## src/rtl/tsi_pkg.sv

```systemverilog
package tsi_pkg;
   typedef enum logic [1:0] {
      SUB_PASS  = 2'b00,
      SUB_AIS   = 2'b01,
      SUB_UNEQ  = 2'b10,
      SUB_PASS3 = 2'b11
   } sub_e;

   localparam int unsigned CODE_W = 2;

   function automatic int unsigned idx_w(input int unsigned n);
      return (n > 1) ? $clog2(n) : 1;
   endfunction
endpackage

```

## src/rtl/tsi_frame_timer.sv

```systemverilog
module tsi_frame_timer #(
   parameter int unsigned SLOTS = 12,
   localparam int unsigned SW   = tsi_pkg::idx_w(SLOTS)
) (
   input  logic          clk,
   input  logic          rst_n,
   input  logic          sof,
   output logic [SW-1:0] cur_slot,
   output logic          wr_bank
);
   logic [SW-1:0] slot_q;
   logic          bank_q;
   logic          row_end;

   assign cur_slot = sof ? '0 : slot_q;
   assign row_end  = (cur_slot == SW'(SLOTS - 1));
   assign wr_bank  = bank_q;

   always_ff @(posedge clk) begin
      if (!rst_n) begin
         slot_q <= '0;
         bank_q <= 1'b0;
      end else begin
         slot_q <= row_end ? '0 : cur_slot + SW'(1);
         if (row_end) bank_q <= ~bank_q;
      end
   end

   AST_SLOT_RANGE: assert property (@(posedge clk) disable iff (!rst_n)
      32'(slot_q) < SLOTS);
endmodule

```

## src/rtl/tsi_slot_buffer.sv

```systemverilog
module tsi_slot_buffer #(
   parameter int unsigned N_IN  = 4,
   parameter int unsigned SLOTS = 12,
   parameter int unsigned DW    = 8,
   localparam int unsigned SW   = tsi_pkg::idx_w(SLOTS),
   localparam int unsigned IW   = tsi_pkg::idx_w(N_IN)
) (
   input  logic               clk,
   input  logic               wr_bank,
   input  logic [SW-1:0]      wr_slot,
   input  logic [N_IN*DW-1:0] wr_data,
   input  logic [N_IN*IW-1:0] rd_src,
   input  logic [N_IN*SW-1:0] rd_slot,
   output logic [N_IN*DW-1:0] rd_data
);
   logic [DW-1:0] mem [2][N_IN][SLOTS];
   logic          rd_bank;

   assign rd_bank = ~wr_bank;

   always_ff @(posedge clk) begin
      for (int i = 0; i < N_IN; i++)
         mem[wr_bank][i][wr_slot] <= wr_data[i*DW +: DW];
   end

   always_comb begin
      for (int o = 0; o < N_IN; o++) begin
         int s;
         int q;
         s = int'(rd_src[o*IW +: IW]);
         q = int'(rd_slot[o*SW +: SW]);
         if (s < N_IN && q < SLOTS) rd_data[o*DW +: DW] = mem[rd_bank][s][q];
         else                       rd_data[o*DW +: DW] = '0;
      end
   end
endmodule

```

## src/rtl/tsi_conn_map.sv

```systemverilog
module tsi_conn_map #(
   parameter int unsigned N_IN  = 4,
   parameter int unsigned SLOTS = 12,
   localparam int unsigned SW   = tsi_pkg::idx_w(SLOTS),
   localparam int unsigned IW   = tsi_pkg::idx_w(N_IN),
   localparam int unsigned EW   = IW + SW + tsi_pkg::CODE_W,
   localparam int unsigned NE   = N_IN * SLOTS,
   localparam int unsigned AW   = tsi_pkg::idx_w(NE)
) (
   input  logic               clk,
   input  logic               rst_n,
   input  logic               sof,
   input  logic [SW-1:0]      rd_slot,
   input  logic               cfg_we,
   input  logic [AW-1:0]      cfg_addr,
   input  logic [EW-1:0]      cfg_wdata,
   input  logic               commit_req,
   output logic [EW-1:0]      cfg_rdata,
   output logic [N_IN*EW-1:0] lookup,
   output logic               pending
);
   logic [EW-1:0]    shadow [NE];
   logic [EW-1:0]    active [NE];
   logic [NE*EW-1:0] act_flat;
   logic             pend_q;
   logic             swap;

   assign swap    = sof & pend_q;
   assign pending = pend_q;

   always_ff @(posedge clk) begin
      if (!rst_n) begin
         for (int k = 0; k < NE; k++) begin
            shadow[k] <= {IW'(k / SLOTS), SW'(k % SLOTS), 2'b00};
            active[k] <= {IW'(k / SLOTS), SW'(k % SLOTS), 2'b00};
         end
         pend_q <= 1'b0;
      end else begin
         if (swap)
            for (int k = 0; k < NE; k++) active[k] <= shadow[k];
         if (cfg_we && int'(cfg_addr) < NE) shadow[cfg_addr] <= cfg_wdata;
         pend_q <= commit_req | (pend_q & ~sof);
      end
   end

   always_comb begin
      cfg_rdata = (int'(cfg_addr) < NE) ? active[cfg_addr] : '0;
      for (int k = 0; k < NE; k++) act_flat[k*EW +: EW] = active[k];
      for (int o = 0; o < N_IN; o++) begin
         int idx;
         idx = o * SLOTS + int'(rd_slot);
         lookup[o*EW +: EW] = swap ? shadow[idx] : active[idx];
      end
   end

   AST_ACTIVE_AT_SOF: assert property (@(posedge clk) disable iff (!rst_n)
      !$stable(act_flat) |-> $past(sof));
   AST_PEND_HOLDS: assert property (@(posedge clk) disable iff (!rst_n)
      (pend_q && !sof) |=> pend_q);
   AST_PEND_CLEARS: assert property (@(posedge clk) disable iff (!rst_n)
      (pend_q && sof && !commit_req) |=> !pend_q);
   AST_REQ_SETS: assert property (@(posedge clk) disable iff (!rst_n)
      commit_req |=> pend_q);
endmodule

```

## src/rtl/tsi_switch.sv

```systemverilog
module tsi_switch #(
   parameter int unsigned N_IN  = 4,
   parameter int unsigned SLOTS = 12,
   parameter int unsigned DW    = 8,
   localparam int unsigned SW   = tsi_pkg::idx_w(SLOTS),
   localparam int unsigned IW   = tsi_pkg::idx_w(N_IN),
   localparam int unsigned EW   = IW + SW + tsi_pkg::CODE_W,
   localparam int unsigned AW   = tsi_pkg::idx_w(N_IN * SLOTS)
) (
   input  logic               clk,
   input  logic               rst_n,
   input  logic               in_sof,
   input  logic [N_IN*DW-1:0] in_data,
   output logic               out_sof,
   output logic [N_IN*DW-1:0] out_data,
   input  logic               cfg_we,
   input  logic [AW-1:0]      cfg_addr,
   input  logic [EW-1:0]      cfg_wdata,
   output logic [EW-1:0]      cfg_rdata,
   input  logic               commit_req,
   output logic               commit_pending
);
   import tsi_pkg::*;

   if (N_IN < 1)  begin : g_bad_n  $error("N_IN must be at least 1");  end
   if (SLOTS < 2) begin : g_bad_s  $error("SLOTS must be at least 2"); end
   if (DW < 1)    begin : g_bad_dw $error("DW must be at least 1");    end

   logic [SW-1:0]      cur_slot;
   logic               wr_bank;
   logic [N_IN*EW-1:0] lookup;
   logic [N_IN*IW-1:0] rd_src;
   logic [N_IN*SW-1:0] rd_slot;
   logic [N_IN*DW-1:0] rd_data;

   tsi_frame_timer #(.SLOTS(SLOTS)) u_timer (
      .clk(clk), .rst_n(rst_n), .sof(in_sof),
      .cur_slot(cur_slot), .wr_bank(wr_bank));

   tsi_conn_map #(.N_IN(N_IN), .SLOTS(SLOTS)) u_map (
      .clk(clk), .rst_n(rst_n), .sof(in_sof), .rd_slot(cur_slot),
      .cfg_we(cfg_we), .cfg_addr(cfg_addr), .cfg_wdata(cfg_wdata),
      .commit_req(commit_req), .cfg_rdata(cfg_rdata),
      .lookup(lookup), .pending(commit_pending));

   tsi_slot_buffer #(.N_IN(N_IN), .SLOTS(SLOTS), .DW(DW)) u_buf (
      .clk(clk), .wr_bank(wr_bank), .wr_slot(cur_slot), .wr_data(in_data),
      .rd_src(rd_src), .rd_slot(rd_slot), .rd_data(rd_data));

   always_ff @(posedge clk) begin
      if (!rst_n) out_sof <= 1'b0;
      else        out_sof <= in_sof;
   end

   for (genvar o = 0; o < N_IN; o++) begin : g_out
      logic [EW-1:0] ent;
      sub_e          code;
      logic [DW-1:0] nxt;

      assign ent = lookup[o*EW +: EW];
      assign code = sub_e'(ent[CODE_W-1:0]);
      assign rd_slot[o*SW +: SW] = ent[CODE_W +: SW];
      assign rd_src[o*IW +: IW]  = ent[CODE_W+SW +: IW];

      always_comb begin
         case (code)
            SUB_AIS:  nxt = '1;
            SUB_UNEQ: nxt = '0;
            default:  nxt = rd_data[o*DW +: DW];
         endcase
      end

      always_ff @(posedge clk) begin
         if (!rst_n) out_data[o*DW +: DW] <= '0;
         else        out_data[o*DW +: DW] <= nxt;
      end

      AST_AIS_ONES: assert property (@(posedge clk) disable iff (!rst_n)
         (code == SUB_AIS) |=> (out_data[o*DW +: DW] == '1));
      AST_UNEQ_ZEROS: assert property (@(posedge clk) disable iff (!rst_n)
         (code == SUB_UNEQ) |=> (out_data[o*DW +: DW] == '0));
   end
endmodule

```

## config.mk

```make
export PLATFORM = sky130hd
export DESIGN_NAME = tsi_switch
export DESIGN_NICKNAME = d
export VERILOG_FILES = /design/src/rtl/tsi_pkg.sv /design/src/rtl/tsi_frame_timer.sv /design/src/rtl/tsi_slot_buffer.sv /design/src/rtl/tsi_conn_map.sv /design/src/rtl/tsi_switch.sv
export SDC_FILE = /design/constraint.sdc
export NUM_CORES = 2
export LEC_CHECK = 0
export ABC_AREA = 0
export BUFFER_PORTS_ARGS = -buffer_cell sky130_fd_sc_hd__buf_4
export CAP_MARGIN = 20
export CORE_ASPECT_RATIO = 1.5
export CORE_MARGIN = 2
export CORE_UTILIZATION = 30
export DETAILED_ROUTE_END_ITERATION = 10
export PLACE_DENSITY = 0.49
export SKIP_LAST_GASP = 1
export SLEW_MARGIN = 25
export SYNTH_ARGS = -nofsm -noshare
export SYNTH_HDL_FRONTEND = slang
export SYNTH_SLANG_ARGS = --single-unit
```

## constraint.sdc

```tcl
create_clock -name clk -period 11.15 [get_ports clk]
set_input_delay 1.115 -clock clk [delete_from_list [all_inputs] [get_ports clk]]
set_output_delay 1.115 -clock clk [all_outputs]
set_load 0.02 [all_outputs]
```

**Yosys cells after proc, flatten, opt, wreduce, memory -nomap -nowiden**

Memories as Yosys holds them, arrays and structs flattened.
Cells that the tools add are included.

- Register bits: 39
- RAM bits: 1,536
- Input bits: 51
- Output and inout port bits: 42
- Logic and storage cells: 204
- Memories: 3

Memory list:

| memory | depth | width | read ports | clocked after Yosys merged registers in | wr ports | RTL line | RTL |
|---|---|---|---|---|---|---|---|
| u_buf.mem | 2 | 384 | 1 | 0 | 1 | tsi_slot_buffer.sv:16 | `logic [DW-1:0] mem [2][N_IN][SLOTS];` |
| u_map.active | 48 | 8 | 5 | 0 | 48 | tsi_conn_map.sv:23 | `logic [EW-1:0] active [NE];` |
| u_map.shadow | 48 | 8 | 52 | 0 | 48 | tsi_conn_map.sv:22 | `logic [EW-1:0] shadow [NE];` |

- Add/sub/neg operators: 4
- $lt $le $gt $ge: 15
- Equal/unequal tests: 9
- Muxes and demuxes: 98
- Bitwise logic cells: 63
- Reduce and logical (&&, ||, !) cells: 4

Operators by type and width:

| operator | count |
|---|---|
| binary-select mux 96 bit (select 2 bit) | 4 |
| two-way mux 96 bit | 8 |
| two-way mux 8 bit | 67 |
| binary-select mux 8 bit (select 4 bit) | 4 |
| >= comparator 32 x 3 -> 1 bit (second input constant) | 4 |
| >= comparator 32 x 5 -> 1 bit (second input constant) | 4 |
| inverter 2 -> 32 bit | 4 |
| inverter 4 -> 32 bit | 4 |
| one-hot mux 8 bit (2 select lines) | 4 |
| bitwise OR 1 bit | 49 |
| demux 8 bit (select 4 bit) | 1 |
| < comparator 4 bit (second input constant) | 4 |
| == test 2 x 1 -> 1 bit (second input constant) | 4 |
| == test 2 bit (second input constant) | 4 |
| two-way mux 1 bit | 8 |
| OR reduction 8 bit | 1 |
| adder 5 x 4 -> 6 bit (first input constant) | 1 |
| adder 6 x 4 -> 6 bit (first input constant) | 1 |
| < comparator 6 bit (second input constant) | 1 |
| two-way mux 6 bit | 1 |
| adder 4 x 4 -> 5 bit (first input constant) | 1 |
| >= comparator 5 bit (second input constant) | 1 |
| < comparator 5 x 1 -> 1 bit (second input constant) | 1 |
| inverter 4 -> 5 bit | 1 |
| 7 further kinds | 11 |

**Logic depth before layout (Yosys ltp)**

An unclocked memory read counts as a cell.

- Word-level depth: 13
- Gate-level depth with buffers: 25
- Mapped depth without buffers: 17

**Modules after synthesis**

A second synthesis with hierarchy kept.

- Cells, all modules: 5,535
- Area total of the unflattened synthesis: 92,895.3 um^2

By module, submodules not included:

| module | instances | cells an instance | area an instance (um^2) | sequential area each (um^2) |
|---|---|---|---|---|
| tsi_slot_buffer | 1 | 2,577 | 47,189.0 | 23,062.1 |
| tsi_conn_map | 1 | 2,820 | 44,139.8 | 26,925.8 |
| tsi_switch | 1 | 117 | 1,327.5 | 660.6 |
| tsi_frame_timer | 1 | 21 | 239.0 | 100.1 |

**Worst setup path before layout**

No wires, ideal clock.

- Path type: input -> register
- Start: input port in_sof
- End: memory u_map.active[0][0] (netlist bit) (enable)
- Setup time: 2.798 ns
- Arrival time: 8.517 ns
- Required time: 8.352 ns
- Setup slack: -0.165 ns
- Stages on the path: 6
- Path buffers: 4
- Cells stage by stage: buf_2 > nand2_1 > buf_1 > clkbuf_1 > clkbuf_1 > nand2_1

RTL lines:

| what | RTL line | RTL |
|---|---|---|
| from (decl) | tsi_switch.sv:12 | `input logic in_sof,` |
| to (decl) | tsi_conn_map.sv:23 |  |

**Final worst setup path**

- Start: input port in_sof
- End: register out_data[27]

- Cells in the longest elaborated chain, start to end: 13
- Elaborated cells between the ends (all ways): 19
- Those cells by class: add/sub (1); order compare (1); eq/ne (2); mux (10); bitwise (3); memory (2)

Ends and longest elaborated chain:

| what | RTL line | RTL |
|---|---|---|
| two-way mux 4 bit | tsi_frame_timer.sv:15 | `assign cur_slot = sof ? '0 : slot_q;` |
| adder 6 x 4 -> 6 bit | tsi_conn_map.sv:51 | `idx = o * SLOTS + int'(rd_slot);` |
| memory read (48 x 8 bit) (on tied branches) | -- |  |
| two-way mux 8 bit (*) | tsi_conn_map.sv:52 | `lookup[o*EW +: EW] = swap ? shadow[idx] : active[idx];` |
| inverter 2 -> 32 bit (not written as such) | tsi_slot_buffer.sv:32 | `if (s < N_IN && q < SLOTS) rd_data[o*DW +: DW] = mem[rd_bank][s][q];` |
| binary-select mux 96 bit (select 2 bit) | tsi_slot_buffer.sv:32 |  |
| two-way mux 96 bit (not written as such) (2 in a row) | tsi_slot_buffer.sv:32 |  |
| binary-select mux 8 bit (select 4 bit) | tsi_slot_buffer.sv:32 |  |
| two-way mux 8 bit (not written as such) (2 in a row) | tsi_slot_buffer.sv:32 |  |
| two-way mux 8 bit | tsi_slot_buffer.sv:32 |  |
| one-hot mux 8 bit (2 select lines) (*) | tsi_switch.sv:66 | `case (code)` |
| to (signal, indexed assignment) | tsi_switch.sv:75 | `else out_data[o*DW +: DW] <= nxt;` |
| to (decl) | tsi_switch.sv:15 | `output logic [N_IN*DW-1:0] out_data,` |

Every way passes the cells marked *; elsewhere a longest branch is shown, timed or not. The select of a mux whose other input is x is not followed.
A chain may end at the register's enable or synchronous reset.

==> summary.md <==
| Metric | Value |
|---|---|
| Initial antenna violation count | `13` |
| Ys Warns | `0` |
| Resized Gates After CTS | `0` |
| Crit-path slowest cell | `inv_2` |
| Count of final hold-check violations | `0` |
| Setup WS pre-CTS | `3.306 ns` |
| Proportion of layout cells with a drive suffix above 1 | `14.15%` |
| Largest net degree at the start of global routing | `168` |
| Layout Skew | `0.07159 ns` |
| Setup crit end kind | `flop` |
| Number of flops mapped to enable cells by yosys | `1627` |
| Critical Path Max Stage Delay | `0.73 ns` |
| Biggest area consumer among synthesized cells | `edfxtp_1` |
| WL/cell | `34.76 um` |
| Synth area leaders | `edfxtp_1, mux2i_1, mux4_2` |
| Maxcap violations | `0` |
| Clock buffer depth | `4` |
| Crit-path max FO | `54` |
| Yosys reg bits | `1666` |
| WL final | `379900 um` |
| Dominant synthesized flop cell | `edfxtp_1` |
| Clock buffer count from CTS | `177` |
| Crit-path most repeated cell | `buf_4` |
| Hold WC Path Type | `reg -> reg` |
| Worst setup margin | `3.938 ns` |
| Sink Count | `1666` |
| Fmax achieved | `138.7 MHz` |
| Worst EP arrival | `7.96 ns` |
| Hold Buf Count CTS | `0` |
| Part of the cycle the worst path needs | `64.68%` |
| RSZ-0062 raised after global routing | `no` |
| Post-Syn Area | `86240 um^2` |
| Detail Route Antenna Nets | `0` |
| Die Width | `441.8 um` |
| Worst vdd ir | `0.0001238 V` |
| Cells along the critical path | `buf_4, nand2b_1, inv_2, ha_1, clkinv_1, a2111oi_0, a211o_1, a311o_2, buf_4, buf_4, or2_1, a21oi_1, or4_1, a211oi_1` |
| Outcome | `finished, final reports clean` |
| DRC | `0` |
| Half-perimeter wire length after placement | `251500 um` |
| Worst slew pin tran | `1.126 ns` |
| Top cell type's share of synthesized area | `56.65%` |
| Area delta synth->final | `12.30%` |
| Number of H-tree levels | `4` |
| Count leader, synth | `edfxtp_1` |
| Clock latency on the worst-skew pair | `0.89 ns` |
| Post-Layout Cell Count | `10.93k` |
| PwrDens | `162.0 nW/um^2` |
| Fin crit period | `7.212 ns` |
| CTS tree | `built` |
| Row cnt | `241` |
| Via-to-Cell Ratio | `5.943` |
| Headroom to the max-slew limit | `24.91%` |
| I/O pin cnt | `93` |
| Async set-reset flop share out of synthesis | `0%` |
| Final Power | `15.69 mW` |
| Fillers | `28.08k` |
| Root Buffer | `clkbuf_16` |
| Req. time, crit path | `11.90 ns` |
| Vias in the first global route | `63.15k` |
| Die height | `660.7 um` |
| Synth Instances | `7105` |
| Hold path depth | `1` |
| Postcts setup bufs | `0` |
| Core Area | `286800 um^2` |
| 1st-iter DRT viols | `8067` |
| # port buffers | `92` |
| Die ar. | `291900 um^2` |
| Kind of critical path | `in -> reg` |
| Placed instance count | `10.60k` |
| Initial Util | `30.07%` |
| Leakage | `31.92 nW` |
| Tot GR Track Use | `25.24%` |
| Mapped Avg Cell Area | `12.14 um^2` |
| Setup Viol. Count Final | `0` |
| Routed vias | `64.94k` |
| Synth unique cells | `105` |
| DRT Pass-1 Iters | `8` |
| Sequential share of the synthesized area | `57.56%` |
| NumNets Final | `7079` |
| Critical Path Source Type | `input pin` |
| Final Max Tran Viols | `0` |
| Total global routing overflow | `0` |
| FF-to-FF path depth | `13` |
| Reg clk slew, reported paths | `0.07 ns` |
| Global-route wire length before repair | `522300 um` |
| Commonest cells post-synth | `edfxtp_1, nand2_1, mux2i_1, nor2_1, and2_1` |
| Setup TNS | `0 ns` |
| Placer Congestion | `1.007` |
-- worst paths after layout --
path / startpoint / endpoint / slack, ns
worst max-delay path: in_sof / out_data[27] / 3.94
worst min-delay path: u_map.shadow[13][2] / u_map.active[13][2] / 0.47
worst max register to register: u_timer.slot_q[3] / out_data[27] / 4.00
worst min register to register: u_map.shadow[13][2] / u_map.active[13][2] / 0.47
-- critical path: cells and delay by family --
kind                       cells  cell delay, ns
adders and majority gates      1            0.65
AOI/OAI and AO/OA              5            1.39
buffers and inverters          5            2.77
and+or+nand+nor                3            1.92
-- cell families after synthesis --
kind of cell    share of synthesized area, %
xor+xnor                             0.03047
mux                                    12.46
compound gates                         12.17
flops                                  57.56
simple gates                           13.95
fa+ha+maj                             0.1886
buf+inv                                3.637
other cells                         0.004348
-- per-layer routing --
layer,GRT usage (%),vias up,wire (um)
li1,-,27100,-
met1,28.21,33010,134400
met2,43.50,3749,186000
met3,4.439,1070,27790
met4,17.96,8,31680
met5,0,-,52
-- registers in the layout, summed over array words and instances, names as in the netlist --
name             count
u_map.active       384
u_timer.wr_bank      1
u_map.shadow       475
u_buf.mem          768
out_data            32
u_timer.slot_q       4
u_map.pending        1
out_sof              1
-- power breakdown --
group	switching [mW]	internal, mW
Combinational	1.64	0.636
Sequential	0.186	7.11
Clock	2.65	3.47
-- cells in the final DEF, fill, tap and decap left out, types with 15 or more instances in the layout --
cell type / instances
nor3_1: 65
clkbuf_16: 179
a311oi_1: 37
conb_1: 91
nand3_1: 106
dfxtp_1: 34
and2_1: 362
clkbuf_1: 27
a211o_1: 24
and3_1: 209
or3_1: 201
nand2b_1: 95
a2111oi_0: 16
o211ai_1: 168
a22oi_1: 113
a211oi_1: 254
o22ai_1: 79
o21ai_0: 168
nand2_1: 703
nor2_1: 434
mux4_2: 182
nand4_1: 43
bufinv_16: 21
mux2_2: 172
inv_1: 24
edfxtp_1: 1627
clkinv_2: 28
nor2b_1: 43
and3b_1: 15
buf_4: 279
mux2i_1: 467
o21ai_1: 26
a31oi_1: 134
a221oi_1: 43
a22o_1: 21
o221ai_1: 15
clkinv_1: 31
a21oi_1: 263
-- area by class of cell --
cell class                      count  area (um^2)  share of cell area, %
Tap cell                         3766         4712                  4.866
Clock buffer                      210         4636                  4.787
Multi-Input combinational cell   4843        34130                  35.24
Inverter                           32        128.9                 0.1331
Clock inverter                    104         1141                  1.178
Antenna cell                       12        30.03                0.03101
Timing Repair Buffer              295         2417                  2.496
Sequential cell                  1666        49650                  51.27
-- stage by stage --
step | hold slack, ns | util (%) | area (um^2)
after global placement | 0.4801 | 31.73 | 90980
final | 0.4679 | 33.77 | 96840
after CTS | 0.4407 | 33.74 | 96760
after floorplan | 0.4773 | - | 86580
after global routing | 0.4788 | 33.76 | 96820
after detailed placement | 0.4872 | 31.73 | 90980
No activity file was read; power rests on OpenSTA's default activity.
